$ cat config.mk
export PLATFORM = sky130hd
export DESIGN_NAME = motor_frame_tx
export DESIGN_NICKNAME = d
export VERILOG_FILES = /design/src/rtl/mft_pkg.sv /design/src/rtl/mft_bit_timer.sv /design/src/rtl/mft_lane.sv /design/src/rtl/motor_frame_tx.sv
export SDC_FILE = /design/constraint.sdc
export NUM_CORES = 1
export LEC_CHECK = 0
export BUFFER_PORTS_ARGS = -buffer_cell sky130_fd_sc_hd__buf_2
export CAP_MARGIN = 20
export CORE_MARGIN = 5
export CORE_UTILIZATION = 35
export CTS_BUF_LIST = sky130_fd_sc_hd__clkbuf_4 sky130_fd_sc_hd__clkbuf_8 sky130_fd_sc_hd__clkbuf_16
export CTS_CLUSTER_DIAMETER = 50
export DETAILED_ROUTE_END_ITERATION = 12
export GPL_TIMING_DRIVEN = 0
export SYNTH_ARGS = -nofsm -noshare
export SYNTH_HDL_FRONTEND = slang
export SYNTH_SLANG_ARGS = --single-unit
$ cat constraint.sdc
create_clock -name clk -period 5.1 [get_ports clk]
set_input_delay 0.255 -clock clk [delete_from_list [all_inputs] [get_ports clk]]
set_output_delay 0.255 -clock clk [all_outputs]
set_load 0.05 [all_outputs]
$ cat src/rtl/mft_pkg.sv
// Shared widths and the frame packing function for the serializer.
package mft_pkg;
    localparam int CMD_W     = 11;
    localparam int PAYLOAD_W = CMD_W + 1;
    localparam int FRAME_W   = 16;
    localparam int BIDX_W    = $clog2(FRAME_W);

    // Packs command and telemetry flag, appending the folded nibble XOR.
    function automatic logic [FRAME_W-1:0] pack_frame(input logic [CMD_W-1:0] c,
                                                      input logic t);
        logic [PAYLOAD_W-1:0] p;
        p = {c, t};
        return {p, p[11:8] ^ p[7:4] ^ p[3:0]};
    endfunction
endpackage

$ cat src/rtl/mft_bit_timer.sv
// Shared bit timer: prescaler, tick counter within a bit and bit index.
// Assumes presc, bit_period are stable for a whole frame and bit_period >= 1.
module mft_bit_timer #(
    parameter int PRESC_W = 8,
    parameter int CNT_W   = 8
) (
    input  logic               clk,
    input  logic               rst_n,
    input  logic               restart,
    input  logic               run,
    input  logic [PRESC_W-1:0] presc,
    input  logic [CNT_W-1:0]   bit_period,
    output logic [CNT_W-1:0]   cnt,
    output logic               bit_end,
    output logic               frame_end
);
    import mft_pkg::*;

    logic [PRESC_W-1:0] pc;
    logic [BIDX_W-1:0]  idx;
    logic               tick;
    logic               wrap;

    assign tick      = run && (pc == presc);
    assign wrap      = (cnt == bit_period - CNT_W'(1));
    assign bit_end   = tick && wrap;
    assign frame_end = bit_end && (idx == BIDX_W'(FRAME_W - 1));

    // Advance prescaler, in-bit tick count and bit index; clear on restart.
    always_ff @(posedge clk) begin
        if (!rst_n || restart) begin
            pc  <= '0;
            cnt <= '0;
            idx <= '0;
        end else if (run) begin
            if (tick) begin
                pc <= '0;
                if (wrap) begin
                    cnt <= '0;
                    idx <= idx + BIDX_W'(1);
                end else begin
                    cnt <= cnt + CNT_W'(1);
                end
            end else begin
                pc <= pc + PRESC_W'(1);
            end
        end
    end
endmodule

$ cat src/rtl/mft_lane.sv
// One output lane: pending command slot, one-shot telemetry flag,
// frame shift register and pulse-width encoder driven by the shared timer.
// Assumes t1_high and t0_high do not exceed the bit period.
module mft_lane #(
    parameter int CNT_W = 8
) (
    input  logic                      clk,
    input  logic                      rst_n,
    input  logic                      wr_ok,
    input  logic [mft_pkg::CMD_W-1:0] cmd_in,
    input  logic                      tlm_set,
    input  logic                      start,
    input  logic                      bit_end,
    input  logic                      frame_end,
    input  logic [CNT_W-1:0]          cnt,
    input  logic [CNT_W-1:0]          t1_high,
    input  logic [CNT_W-1:0]          t0_high,
    input  logic                      invert,
    output logic                      line,
    output logic                      busy,
    output logic                      done
);
    import mft_pkg::*;

    logic               pend_v;
    logic [CMD_W-1:0]   pend_cmd;
    logic               tlm_flag;
    logic               run;
    logic [FRAME_W-1:0] shr;
    logic               launch;
    logic [CNT_W-1:0]   hi_ticks;

    assign launch = start && pend_v;

    // Pending slot: a write fills it, a launch empties it unless refilled.
    always_ff @(posedge clk) begin
        if (!rst_n) begin
            pend_v   <= 1'b0;
            pend_cmd <= '0;
        end else if (wr_ok) begin
            pend_v   <= 1'b1;
            pend_cmd <= cmd_in;
        end else if (launch) begin
            pend_v   <= 1'b0;
        end
    end

    // Telemetry flag: set by request, consumed by the frame that carries it.
    always_ff @(posedge clk) begin
        if (!rst_n) tlm_flag <= 1'b0;
        else        tlm_flag <= tlm_set || (tlm_flag && !launch);
    end

    // Frame register: load on launch, shift per bit, release after bit 16.
    always_ff @(posedge clk) begin
        if (!rst_n) begin
            run  <= 1'b0;
            shr  <= '0;
            done <= 1'b0;
        end else begin
            done <= run && frame_end;
            if (launch) begin
                run <= 1'b1;
                shr <= pack_frame(pend_cmd, tlm_flag);
            end else if (run && frame_end) begin
                run <= 1'b0;
            end else if (run && bit_end) begin
                shr <= {shr[FRAME_W-2:0], 1'b0};
            end
        end
    end

    assign hi_ticks = shr[FRAME_W-1] ? t1_high : t0_high;
    assign line     = (run && (cnt < hi_ticks)) ^ invert;
    assign busy     = run;
endmodule

$ cat src/rtl/motor_frame_tx.sv
// Top: NCH lanes sharing one bit timer and one start strobe.
// Assumes configuration inputs are held steady while any lane is busy.
module motor_frame_tx #(
    parameter int NCH     = 2,
    parameter int PRESC_W = 8,
    parameter int CNT_W   = 8
) (
    input  logic                          clk,
    input  logic                          rst_n,
    input  logic                          enable,
    input  logic                          go,
    input  logic [PRESC_W-1:0]            presc,
    input  logic [CNT_W-1:0]              bit_period,
    input  logic [CNT_W-1:0]              t1_high,
    input  logic [CNT_W-1:0]              t0_high,
    input  logic [NCH-1:0]                chan_ok,
    input  logic [NCH-1:0]                invert,
    input  logic [NCH-1:0]                wr_en,
    input  logic [NCH*mft_pkg::CMD_W-1:0] cmd,
    input  logic [NCH-1:0]                tlm_req,
    output logic [NCH-1:0]                line,
    output logic [NCH-1:0]                busy,
    output logic [NCH-1:0]                done
);
    import mft_pkg::*;

    logic             any_busy;
    logic             start_ok;
    logic [CNT_W-1:0] cnt;
    logic             bit_end;
    logic             frame_end;

    assign any_busy = |busy;
    assign start_ok = go && enable && !any_busy;

    mft_bit_timer #(.PRESC_W(PRESC_W), .CNT_W(CNT_W)) u_timer (
        .clk        (clk),
        .rst_n      (rst_n),
        .restart    (start_ok),
        .run        (any_busy),
        .presc      (presc),
        .bit_period (bit_period),
        .cnt        (cnt),
        .bit_end    (bit_end),
        .frame_end  (frame_end)
    );

    for (genvar i = 0; i < NCH; i++) begin : g_lane
        mft_lane #(.CNT_W(CNT_W)) u_lane (
            .clk       (clk),
            .rst_n     (rst_n),
            .wr_ok     (wr_en[i] && enable && chan_ok[i]),
            .cmd_in    (cmd[i*CMD_W +: CMD_W]),
            .tlm_set   (tlm_req[i]),
            .start     (start_ok),
            .bit_end   (bit_end),
            .frame_end (frame_end),
            .cnt       (cnt),
            .t1_high   (t1_high),
            .t0_high   (t0_high),
            .invert    (invert[i]),
            .line      (line[i]),
            .busy      (busy[i]),
            .done      (done[i])
        );
    end
endmodule

Yosys cells after proc, flatten, opt, wreduce, memory -nomap -nowiden
Cells that the tools add are included.
{"block": "totals", "ff_bits": 82, "in_bits": 66, "output_inout_bits": 6, "elab_cells": 87}
{"block": "op_classes", "add_sub_neg": 4, "order_cmp": 2, "eq_ne": 5, "mux": 18, "bitwise": 6, "reduce_logical": 37}
{"op": "2-to-1 mux 16 bit", "n": 6}
{"op": "2-to-1 mux 8 bit", "n": 4}
{"op": "logical AND 1 bit", "n": 19}
{"op": "adder 8 x 1 -> 8 bit (second input constant)", "n": 2}
{"op": "== test 8 bit", "n": 2}
{"op": "less-than comparator 8 bit", "n": 2}
{"op": "bitwise XOR 4 bit", "n": 4}
{"op": "nonzero test 2 bit", "n": 6}
{"op": "2-to-1 mux 1 bit", "n": 8}
{"op": "subtractor 8 x 1 -> 8 bit (second input constant)", "n": 1}
{"op": "AND reduction 2 bit", "n": 3}
{"op": "adder 4 x 1 -> 4 bit (second input constant)", "n": 1}
{"op": "== test 4 bit (second input constant)", "n": 1}
{"op": "logical NOT 1 bit", "n": 4}
{"op": "inequality test 2 x 1 -> 1 bit (second input constant)", "n": 2}
{"op": "logical OR 1 bit", "n": 3}
{"op": "AND reduction 3 bit", "n": 1}
{"op": "OR reduction 2 bit", "n": 1}
{"op": "bitwise XOR 1 bit", "n": 2}

Logic depth before layout (Yosys ltp)
Gate-level depths: netlist (run 1).
{"block": "depth", "word_depth": 7, "depth_mapped": 11, "depth_no_buf": 8}

Hierarchy
Synthesis (run 1) repeated with hierarchy kept, for this count alone.
{"block": "hier_totals", "cells_unflattened": 479, "area_unflattened_um2": 4725.8}
{"mod": "mft_lane", "instances": 2, "cells_per_inst": 160, "area_each_um2": 1652.8}
{"mod": "mft_bit_timer", "instances": 1, "cells_per_inst": 155, "area_each_um2": 1388.8}
{"mod": "motor_frame_tx", "instances": 1, "cells_per_inst": 4, "area_each_um2": 31.3}

Worst setup path after synthesis (run 1)
OpenSTA, ideal clock, no wires.
{"block": "synth_timing", "kind": "reg2out", "from": "register g_lane[1].u_lane.shr[15]", "to": "output line[1]", "t_arrival_ps": 2146, "required_time_ps": 4845, "path_slack_ps": 2699, "path_stages_with_launch": 9, "path_cell_list": "dfxtp_1 clkbuf_1 mux2i_1 ha_1 a21o_1 a2111oi_0 a21oi_1 xnor2_1 buf_4"}
{"block": "synth_between", "elab_chain_len": 4}
{"item": "start, declared", "line": "mft_lane.sv:29", "rtl": "logic [FRAME_W-1:0] shr;"}
{"item": "start signal, assigned", "line": "mft_lane.sv:64", "rtl": "shr <= pack_frame(pend_cmd, tlm_flag);"}
{"item": "start signal, assigned", "line": "mft_lane.sv:68", "rtl": "shr <= {shr[FRAME_W-2:0], 1'b0};"}
{"item": "2-to-1 mux 8 bit", "line": "mft_lane.sv:73", "rtl": "assign hi_ticks = shr[FRAME_W-1] ? t1_high : t0_high;"}
{"item": "less-than comparator 8 bit", "line": "mft_lane.sv:74", "rtl": "assign line = (run && (cnt < hi_ticks)) ^ invert;"}
{"item": "logical AND 1 bit", "line": "mft_lane.sv:74"}
{"item": "bitwise XOR 1 bit", "line": "mft_lane.sv:74"}
{"item": "end, declared", "line": "motor_frame_tx.sv:21", "rtl": "output logic [NCH-1:0] line,"}
No other way between the ends.

Worst setup path after layout (run 1)
{"block": "layout_timing", "from": "register g_lane[0].u_lane.shr[15]", "to": "output line[0]"}
{"block": "layout_between", "elab_chain_len": 4}
{"item": "start, declared", "line": "mft_lane.sv:29"}
{"item": "start signal, assigned", "line": "mft_lane.sv:64"}
{"item": "start signal, assigned", "line": "mft_lane.sv:68"}
{"item": "2-to-1 mux 8 bit", "line": "mft_lane.sv:73"}
{"item": "less-than comparator 8 bit", "line": "mft_lane.sv:74"}
{"item": "logical AND 1 bit", "line": "mft_lane.sv:74"}
{"item": "bitwise XOR 1 bit", "line": "mft_lane.sv:74"}
No other way between the ends.

==> impl_results.md, run 1 <==
* Avg Cell Area, Syn at 8.209 um^2
* CTS Buffer Depth at 2
* Worst-Skew Late Latency at 0.34 ns
* WL/cell at 15.09 um
* Clk pin slew, worst setup/hold paths at 0.06 ns
* Port buffer count at 70
* Post-Syn Instances at 590
* Total Wirelength at 12920 um
* Pleak at 2.130 nW
* Fmax at 0.3078 GHz
* Gp weighted congestion at 0.8315
* Routed vias/inst at 5.294
* Row count at 43
* First-pass GRT wire length at 21640 um
* Worst Max-Slew Pin Slew at 0.7645 ns
* Cell with the most instances after synthesis: dfxtp_1
* Final #Nets at 755
* Die Span Y at 127.6 um
* PwrDens at 267.1 nW/um^2
* Max-cap viol count at 0
* Dpl hpwl at 9672 um
* Gr usage total at 16.22%
* Ys async rst share at 0%
* Switching pwr at 363.8 uW
* Initial antenna violation count at 0
* Synthesized area at 4843 um^2
* VDD IR max at 0.2520 mV
* Clock group share of total power at 46.6%
* Netlist cell types at 45
* Pins over their slew limit at 0
* Final Skew at 0.006035 ns
* Top post-synthesis cells by count: 82 x dfxtp_1, 65 x o21ai_0, 63 x nand2_1, 44 x a21oi_1, 38 x clkbuf_1
* Number of global-route vias before repair at 4558
* Crit-path cells: clkbuf_1 -> mux2i_1 -> ha_1 -> a21o_1 -> a2111oi_0 -> a21oi_1 -> xnor2_1 -> buf_4 -> buf_2
* Area growth, synth to finish at 18.75%
* Sequential share of power at 43.2%
* H-tree levels at 3
* I/O pin count at 72
* Seq/Total Area, Yosys at 33.89%
* Share of cells above drive strength 1 at 15.68%
* Vias at 4532
* Minimum clock period at 3.249 ns
* CTS Buf Count at 9
* Die area at 16290 um^2
* Largest net degree at the start of global routing at 15
* RSZ-0062 raised after global routing: no
* Starting density of the core at 35.30%
* CP max stage delay at 0.56 ns
* Status: finished clean
* Syn nets at 674
* Internal at 1.173 mW
* Yosys Warn Count at 0
* Antenna Cells at 0
* Tcrit/Tclk final at 63.71%
* Postcts setup bufs at 0
* Worst path slowest cell: clkbuf_1
* Net Sw Frac at 23.68%
* Worst setup EP type: primary output
* Post-synth top area share at 33.89%
* Synth area leaders: dfxtp_1 34%, o21ai_0 6.7%, xnor2_1 5.8%, and4_1 5.6%, nand2_1 4.9%
* Final setup TNS at 0 ns
* # fillers at 1409
* Multi-input combinational cell area at 2937 um^2
* Final setup vio count at 0
* Critical path's top delay family: buffers and inverters
* Register area at 1642 um^2
* Grt ovf at 0
* CP arrival at 2.99 ns
* CP max FO at 9
* Cts hold-fix bufs at 0
* Number of DRC markers in iteration 0 at 270
* Number of routed nets with antenna violations at 0
* Logic pwr share at 10.2%
* CTS root buffer: clkbuf_16
* Critical Path Source Type: flip-flop
* Final Power at 1.536 mW
* CTS resizes at 0
* Die W at 127.6 um
* WP buf/inv at 3
* Slew HR at 48.64%
* Clock sinks at 82
* DRT Pass-1 Iters at 5
* Worst hold path class: in -> reg
* Placeable Area at 13720 um^2
* Post-synth EDFFs at 0
* Synth area leader: dfxtp_1
* Crit Path Class: reg -> out
* DRC viols at 0
* WP data required at 4.85 ns
* Hold violation total from the final report at 0
* Ys flop type: dfxtp_1
* CTS tree: built
* Synthesis-stage register bit count at 82
-- stage by stage --
step / util (%) / setup slack [ns] / hold WS [ns] / instance area, um^2 / cells
finish: 41.92 / 1.851 / 0.1458 / 5752 / 856
global route: 41.92 / 1.633 / 0.1546 / 5752 / 856
CTS: 41.92 / 1.800 / 0.1334 / 5752 / 856
detailed placement: 39.50 / 2.182 / 0.4611 / 5419 / 840
global placement: 39.50 / 2.246 / 0.4545 / 5419 / 840
floorplan: - / 2.699 / 0.3935 / 4843 / 590
-- final cells by class --
type / instances / share of cell area (%)
flip-flops and latches: 82 / 28.54
clock buffers: 11 / 4.285
multi-input cells: 448 / 51.06
inverters: 5 / 0.3263
plain buffers: 55 / 4.285
repair buffers: 70 / 6.091
well taps: 180 / 3.916
clock inverters: 5 / 1.501
-- final timing paths --
| check | slack, ns | cells past startpoint | to | startpoint |
|---|---|---|---|---|
| max reg2reg | 2.58 | 8 | g_lane[1].u_lane.shr[15]$_SDFFE_PN0P_ | g_lane[0].u_lane.busy$_SDFFE_PN0P_ |
| max | 1.85 | 9 | line[0] | g_lane[0].u_lane.shr[15]$_SDFFE_PN0P_ |
| min | 0.15 | 3 | g_lane[1].u_lane.tlm_flag$_SDFF_PN0_ | tlm_req[1] |
| min reg2reg | 0.47 | 2 | g_lane[0].u_lane.shr[2]$_SDFFE_PN0P_ | g_lane[0].u_lane.shr[2]$_SDFFE_PN0P_ |
-- layout by cell type, fill, tap and decap left out, types with 25 or more instances in the layout --
master,netlist,routed
dfxtp_1,82,82
and4_1,31,31
buf_2,8,78
xnor2_1,32,32
a21boi_0,25,25
a31oi_1,31,31
clkbuf_1,38,38
a21oi_1,44,44
nand2_1,63,63
o21ai_0,65,65
-- metal layers --
metal,vias up,GRT usage [%],part of all wire [%]
met4,0,4.494,1.7
li1,2300,-,-
met2,118,26.23,45
met1,2099,21.50,47
met3,15,4.139,6.0
met5,-,0,0
-- worst min-delay path: stages --
cell and delay (ns):
buf_2 0.08, a21oi_1 0.03, nor2b_1 0.09
-- flip-flops by register name (all words and copies together) (netlist names) --
register,flops
u_timer.pc,8
g_lane.u_lane.busy,2
g_lane.u_lane.done,2
u_timer.idx,4
g_lane.u_lane.shr,32
g_lane.u_lane.pend_cmd,22
g_lane.u_lane.pend_v,2
u_timer.cnt,8
g_lane.u_lane.tlm_flag,2
-- power by group through the flow --
stage | logic [mW] | registers [mW] | clock network, mW
6_report | 0.157 | 0.663 | 0.716
5_1_grt | 0.176 | 0.665 | 0.760
4_1_cts | 0.159 | 0.664 | 0.734
3_5_place_dp | 0.158 | 0.678 | 0
3_3_place_gp | 0.153 | 0.677 | 0
2_1_floorplan | 0.0986 | 0.675 | 0
-- kinds of logic after synthesis --
| kind of cell | Yosys count | share of synthesized area (%) |
|---|---|---|
| multiplexers | 16 | 3.307 |
| flip-flops | 82 | 33.89 |
| XOR/XNOR | 44 | 8.241 |
| AND/OR/NAND/NOR | 173 | 20.10 |
| adder cells (fa/ha/maj) | 18 | 4.650 |
| AO/OA/AOI/OAI | 197 | 24.33 |
| buffers and inverters | 60 | 5.477 |
Power figures use the tool's default switching activity.
==> run 2, diff against run 1 <==
--- a/config.mk
+++ b/config.mk
@@ -5,6 +5,7 @@
 export SDC_FILE = /design/constraint.sdc
 export NUM_CORES = 1
 export LEC_CHECK = 0
+export ABC_AREA = 1
 export BUFFER_PORTS_ARGS = -buffer_cell sky130_fd_sc_hd__buf_2
 export CAP_MARGIN = 20
 export CORE_MARGIN = 5
==> constraint.sdc (replaced) <==
create_clock -name clk -period 3.2 [get_ports clk]
set_input_delay 0.16 -clock clk [delete_from_list [all_inputs] [get_ports clk]]
set_output_delay 0.16 -clock clk [all_outputs]
set_load 0.05 [all_outputs]
==> impl_results.md, run 2 <==
* Die Span Y at 128 um
* CTS root buffer: clkbuf_16
* CTS Buffer Depth at 2
* CP max stage delay at 0.30 ns
* CTS resizes at 0
* Ys async rst share at 0%
* Commonest non-fill, non-tap cells in the layout: 168 x nand2_1, 90 x nor2_1, 82 x dfxtp_1
* CP endpoint: line[0]
* CP arrival at 2.73 ns
* Number of global-route vias before repair at 4282
* Seq/Total Area, Yosys at 33.68%
* Area growth, synth to finish at 17.54%
* Worst hold path class: in -> reg
* Fmax at 0.3460 GHz
* First-pass GRT wire length at 19630 um
* Top post-synthesis cells by count: 168 x nand2_1, 90 x nor2_1, 82 x dfxtp_1, 76 x inv_1, 71 x o21ai_0
* Gr usage total at 14.68%
* Clock sinks at 82
* Initial antenna violation count at 0
* Post-synth EDFFs at 0
* CTS Buf Count at 9
* Hold violation total from the final report at 0
* Worst-Skew Late Latency at 0.33 ns
* Largest regs: g_lane.u_lane.shr (32), g_lane.u_lane.pend_cmd (22)
* Synth area leaders: dfxtp_1 34%, nand2_1 13%, o21ai_0 7.3%, nor2_1 6.9%, inv_1 5.9%
* WP data required at 3.04 ns
* Synth area leader: dfxtp_1
* Antenna Cells at 0
* Worst Max-Slew Pin Slew at 0.7409 ns
* Grt ovf at 0
* Synthesized area at 4873 um^2
* DRC viols at 0
* Cts hold-fix bufs at 0
* DRT Pass-1 Iters at 4
* I/O pin count at 72
* Pins over their slew limit at 0
* Placeable Area at 13770 um^2
* Vias at 4596
* Crit path from: g_lane[0].u_lane.shr[15]$_SDFFE_PN0P_
* PwrDens at 399.8 nW/um^2
* Reg-to-Reg End: g_lane[1].u_lane.shr[2]$_SDFFE_PN0P_
* Synthesis-stage register bit count at 82
* Number of DRC markers in iteration 0 at 205
* Cell with the most instances after synthesis: nand2_1
* H-tree levels at 3
* Crit-path cells: clkbuf_1 -> clkbuf_2 -> nand2_1 -> o21ai_0 -> ha_1 -> a21oi_1 -> o21a_1 -> nand3_1 -> xnor2_1 -> buf_4 -> buf_2
* Reg2reg path depth at 9
* Worst path slowest cell: dfxtp_1
* Starting density of the core at 35.38%
* Dpl hpwl at 9307 um
* Routed vias/inst at 4.633
* Gp weighted congestion at 0.8709
* Slew HR at 50.61%
* Port buffer count at 70
* Max-cap viol count at 0
* Syn nets at 810
* RSZ-0062 raised after global routing: no
* WL/cell at 11.73 um
* Final setup vio count at 0
* Crit Path Class: reg -> out
* Number of routed nets with antenna violations at 0
* Final Skew at 0.01002 ns
* Postcts setup bufs at 0
* Largest net degree at the start of global routing at 15
* CP max FO at 10
* # fillers at 1520
* Clk pin slew, worst setup/hold paths at 0.06 ns
* Worst reg2reg setup slack at 1.00 ns
* Ys flop type: dfxtp_1
* Tcrit/Tclk final at 90.31%
* Largest register by flop count: g_lane.u_lane.shr
* Max FFs per register at 32
* Yosys Warn Count at 0
* Leading cell type in the layout, fill and taps excluded: nand2_1
* Netlist cell types at 39
* Final setup TNS at 0 ns
* Total Wirelength at 11630 um
* Die area at 16380 um^2
* Pleak at 2.438 nW
* Post-synth top area share at 33.68%
* Post-Syn Instances at 726
* VDD IR max at 0.2432 mV
* Avg Cell Area, Syn at 6.713 um^2
* Minimum clock period at 2.890 ns
* Critical Path Source Type: flip-flop
* Status: finished clean
* Reg2reg start: g_lane[0].u_lane.busy$_SDFFE_PN0P_
* Worst setup EP type: primary output
* Final #Nets at 891
* Die W at 128 um
* CTS tree: built
* Row count at 43
* Fin Hold WS at 0.03787 ns
* Share of cells above drive strength 1 at 17.61%
==> run 2: cell types whose count changed after synthesis, moves of 25 or more <==
cell      before  now
a21boi_0      25    0
a31oi_1       31    1
and4_1        31    0
inv_1          5   76
nand2_1       63  168
nand3_1        8   38
nor2_1        14   90
==> run 2: power breakdown <==
part / total (mW) / switching (mW) / internal (mW)
sequential: 1.06 / 0.0138 / 1.05
combinational: 0.266 / 0.162 / 0.104
clock: 0.964 / 0.417 / 0.547
total: 2.29 / 0.592 / 1.70
==> run 2: critical path: cells and delay by family (launching register included) <==
kind                     cells  cell delay, ns
AO/OA/AOI/OAI                3            0.39
XOR/XNOR                     1            0.28
flip-flops                   1            0.30
buffers and inverters        4            0.99
AND/OR/NAND/NOR              2            0.16
adder cells (fa/ha/maj)      1            0.29
==> run 2: per-layer routing <==
metal / vias up / share of wire [%] / GRT usage (%)
met5: - / 0 / 0
met4: 0 / 1.5 / 5.431
met3: 9 / 3.5 / 1.958
met2: 64 / 45 / 23.48
met1: 2025 / 50 / 20.18
li1: 2498 / - / -
==> run 2: cells by family after synthesis <==
group / Yosys count / synth area share (%)
adders and majority gates: 18 / 4.621
and+or+nand+nor: 347 / 31.63
AOI/OAI and AO/OA: 140 / 15.66
DFF: 82 / 33.68
buffers and inverters: 116 / 10.12
xor gates and xnor gates: 23 / 4.288
==> run 2: worst min-delay path by stage <==
stage | start | end | slack, ns | depth (start not counted)
2_1_floorplan | tlm_req[0] | g_lane[0].u_lane.tlm_flag$_SDFF_PN0_ | 0.28 | 2
3_3_place_gp | tlm_req[1] | g_lane[1].u_lane.tlm_flag$_SDFF_PN0_ | 0.37 | 3
3_5_place_dp | tlm_req[1] | g_lane[1].u_lane.tlm_flag$_SDFF_PN0_ | 0.38 | 3
4_1_cts | tlm_req[1] | g_lane[1].u_lane.tlm_flag$_SDFF_PN0_ | 0.03 | 3
5_1_grt | tlm_req[1] | g_lane[1].u_lane.tlm_flag$_SDFF_PN0_ | 0.06 | 3
6_report | tlm_req[1] | g_lane[1].u_lane.tlm_flag$_SDFF_PN0_ | 0.04 | 3
==> run 2: final cells by class <==
| cell class | count | area, um^2 | share of cell area, % |
|---|---|---|---|
| multi-input combinational | 528 | 2739 | 47.82 |
| clock inverter | 5 | 37.54 | 0.6553 |
| tap | 180 | 225.2 | 3.932 |
| sequential | 82 | 1642 | 28.66 |
| timing repair buffer | 70 | 350.3 | 6.116 |
| buffer | 31 | 175.2 | 3.058 |
| inverter | 85 | 319.1 | 5.570 |
| clock buffer | 11 | 240.2 | 4.194 |
==> run 2: stage by stage <==
step	utilization [%]	worst slack, ns	total power [mW]	instances	area [um^2]
CTS	41.58	0.2026	2.322	992	5727
global route	41.59	0.001775	2.400	992	5728
detailed placement	39.56	0.5829	1.351	976	5449
floorplan	-	1.182	1.259	726	4873
global placement	39.56	0.5654	1.349	976	5449
finish	41.59	0.3100	2.290	992	5728
==> run 3, diff against run 2 <==
--- a/config.mk
+++ b/config.mk
@@ -8,7 +8,7 @@
 export ABC_AREA = 1
 export BUFFER_PORTS_ARGS = -buffer_cell sky130_fd_sc_hd__buf_2
 export CAP_MARGIN = 20
-export CORE_MARGIN = 5
+export CORE_MARGIN = 2
 export CORE_UTILIZATION = 35
 export CTS_BUF_LIST = sky130_fd_sc_hd__clkbuf_4 sky130_fd_sc_hd__clkbuf_8 sky130_fd_sc_hd__clkbuf_16
 export CTS_CLUSTER_DIAMETER = 50
==> impl_results.md, run 3 (same netlist as run 2, synthesis figures left out) <==
* Final setup vio count at 0
* Number of global-route vias before repair at 4271
* Reg2reg path depth at 9
* Commonest non-fill, non-tap cells in the layout: 168 x nand2_1, 90 x nor2_1, 82 x dfxtp_1
* Number of DRC markers in iteration 0 at 194
* Antenna Cells at 0
* RSZ-0062 raised after global routing: no
* Dpl hpwl at 9115 um
* Starting density of the core at 35.52%
* CTS root buffer: clkbuf_16
* Non-filler cells, final at 992
* CTS resizes at 0
* Final Skew at 0.004563 ns
* # fillers at 1483
* Max FFs per register at 32
* VDD IR max at 0.2636 mV
* PwrDens at 404.2 nW/um^2
* Area growth, synth to finish at 17.79%
* Cts hold-fix bufs at 0
* WL/cell at 11.57 um
* Placeable Area at 13720 um^2
* Clock sinks at 82
* DRT Pass-1 Iters at 4
* CTS Buffer Depth at 2
* Reg2reg start: g_lane[0].u_lane.busy$_SDFFE_PN0P_
* Final Power at 2.321 mW
* WP buf/inv at 4
* Pleak at 2.441 nW
* Max-cap viol count at 0
* Initial antenna violation count at 0
* First-pass GRT wire length at 19290 um
* Largest net degree at the start of global routing at 14
* Largest register by flop count: g_lane.u_lane.shr
* Multi-input combinational cell area at 2739 um^2
* Crit-path cells: clkbuf_1 -> clkbuf_1 -> o21ai_0 -> ha_1 -> nand2_1 -> o21ai_0 -> nand4_1 -> nand3_1 -> xnor2_1 -> buf_4 -> buf_2
* I/O pin count at 72
* Postcts setup bufs at 0
* Critical Path Source Type: flip-flop
* Worst Max-Slew Pin Slew at 0.6798 ns
* Fmax at 0.3426 GHz
* Clk pin slew, worst setup/hold paths at 0.06 ns
* Final setup TNS at 0 ns
* Die W at 122 um
* Leading cell type in the layout, fill and taps excluded: nand2_1
* Vias at 4629
* Die Span Y at 122 um
* Total Wirelength at 11480 um
* Pins over their slew limit at 0
* Hold Crit Depth at 3
* Worst reg2reg setup slack at 1.04 ns
* Hold path start: tlm_req[1]
* Port buffer count at 70
* CP max stage delay at 0.35 ns
* Inst Count DP at 976
* Grt ovf at 0
* DP Area at 5449 um^2
* Tcrit/Tclk final at 91.21%
* Largest regs: g_lane.u_lane.shr (32), g_lane.u_lane.pend_cmd (22)
* Worst setup EP type: primary output
* Critical path's top delay family: buffers and inverters
* Routed vias/inst at 4.666
* Crit path from: g_lane[1].u_lane.shr[15]$_SDFFE_PN0P_
* Gp weighted congestion at 0.8519
* Register area at 1642 um^2
* Worst path slowest cell: clkbuf_1
* Gr usage total at 16.26%
* CP arrival at 2.76 ns
* CP max FO at 10
* Final #Nets at 891
* H-tree levels at 3
* Reg-to-Reg End: g_lane[1].u_lane.shr[2]$_SDFFE_PN0P_
* Slew HR at 54.68%
* Status: finished clean
* Share of cells above drive strength 1 at 17.49%
* Fin Hold WS at 0.03298 ns
* DRC viols at 0
* Die area at 14880 um^2
* Row count at 43
* Post-route cell area at 5741 um^2
* CTS Buf Count at 9
* Worst hold path class: in -> reg
* Number of routed nets with antenna violations at 0
* Minimum clock period at 2.919 ns
* WP data required at 3.04 ns
* Min-Delay Endpoint: g_lane[1].u_lane.tlm_flag$_SDFF_PN0_
* Crit Path Class: reg -> out
* CTS tree: built
* Hold violation total from the final report at 0
* Worst-Skew Late Latency at 0.33 ns
[run 3: cell types whose count changed in the layout (fill, tap and decap cells not counted)]
cell | before | now
clkbuf_1 | 15 | 16
clkbuf_2 | 1 | 0
inv_6 | 2 | 0
clkinv_2 | 1 | 2
clkbuf_4 | 2 | 0
clkbuf_8 | 0 | 3
[run 3: area by class of cell]
| type | instances | share of cell area, % |
|---|---|---|
| multi-input combinational | 528 | 47.71 |
| sequential | 82 | 28.60 |
| timing repair buffer | 70 | 6.103 |
| inverter | 85 | 5.558 |
| clock buffer | 12 | 4.643 |
| tap | 180 | 3.923 |
| buffer | 31 | 3.030 |
| clock inverter | 4 | 0.4359 |
[run 3: worst min-delay path: stages]
cell and delay, ns:
buf_2 0.08, a21oi_1 0.03, nor2_1 0.06
[run 3: stage by stage]
stage / setup slack, ns / utilization, %
floorplan: 1.182 / -
global placement: 0.5997 / 39.72
detailed placement: 0.6138 / 39.72
CTS: 0.2436 / 41.84
global route: 0.03578 / 41.84
finish: 0.2814 / 41.84
[run 3: per-layer routing]
metal	wire (um)	part of all wire, %	vias to the layer above	track usage [%]
met4	216	1.9	0	5.747
met3	460	4.0	17	3.043
li1	-	-	2498	-
met1	5676	49	2033	21.72
met2	5123	45	81	26.22
met5	0	0	-	0
[run 3: worst max-delay path by stage]
stage	to	slack, ns	cells after the start
floorplan	line[1]	1.18	10
global placement	line[1]	0.60	11
detailed placement	line[1]	0.61	11
CTS	line[1]	0.24	11
global route	line[1]	0.04	11
finish	line[1]	0.28	11
[run 3: where the power goes]
part	total [mW]	internal (mW)	switching, mW
sequential	1.06	1.05	0.0141
clock	0.996	0.586	0.410
combinational	0.264	0.104	0.160
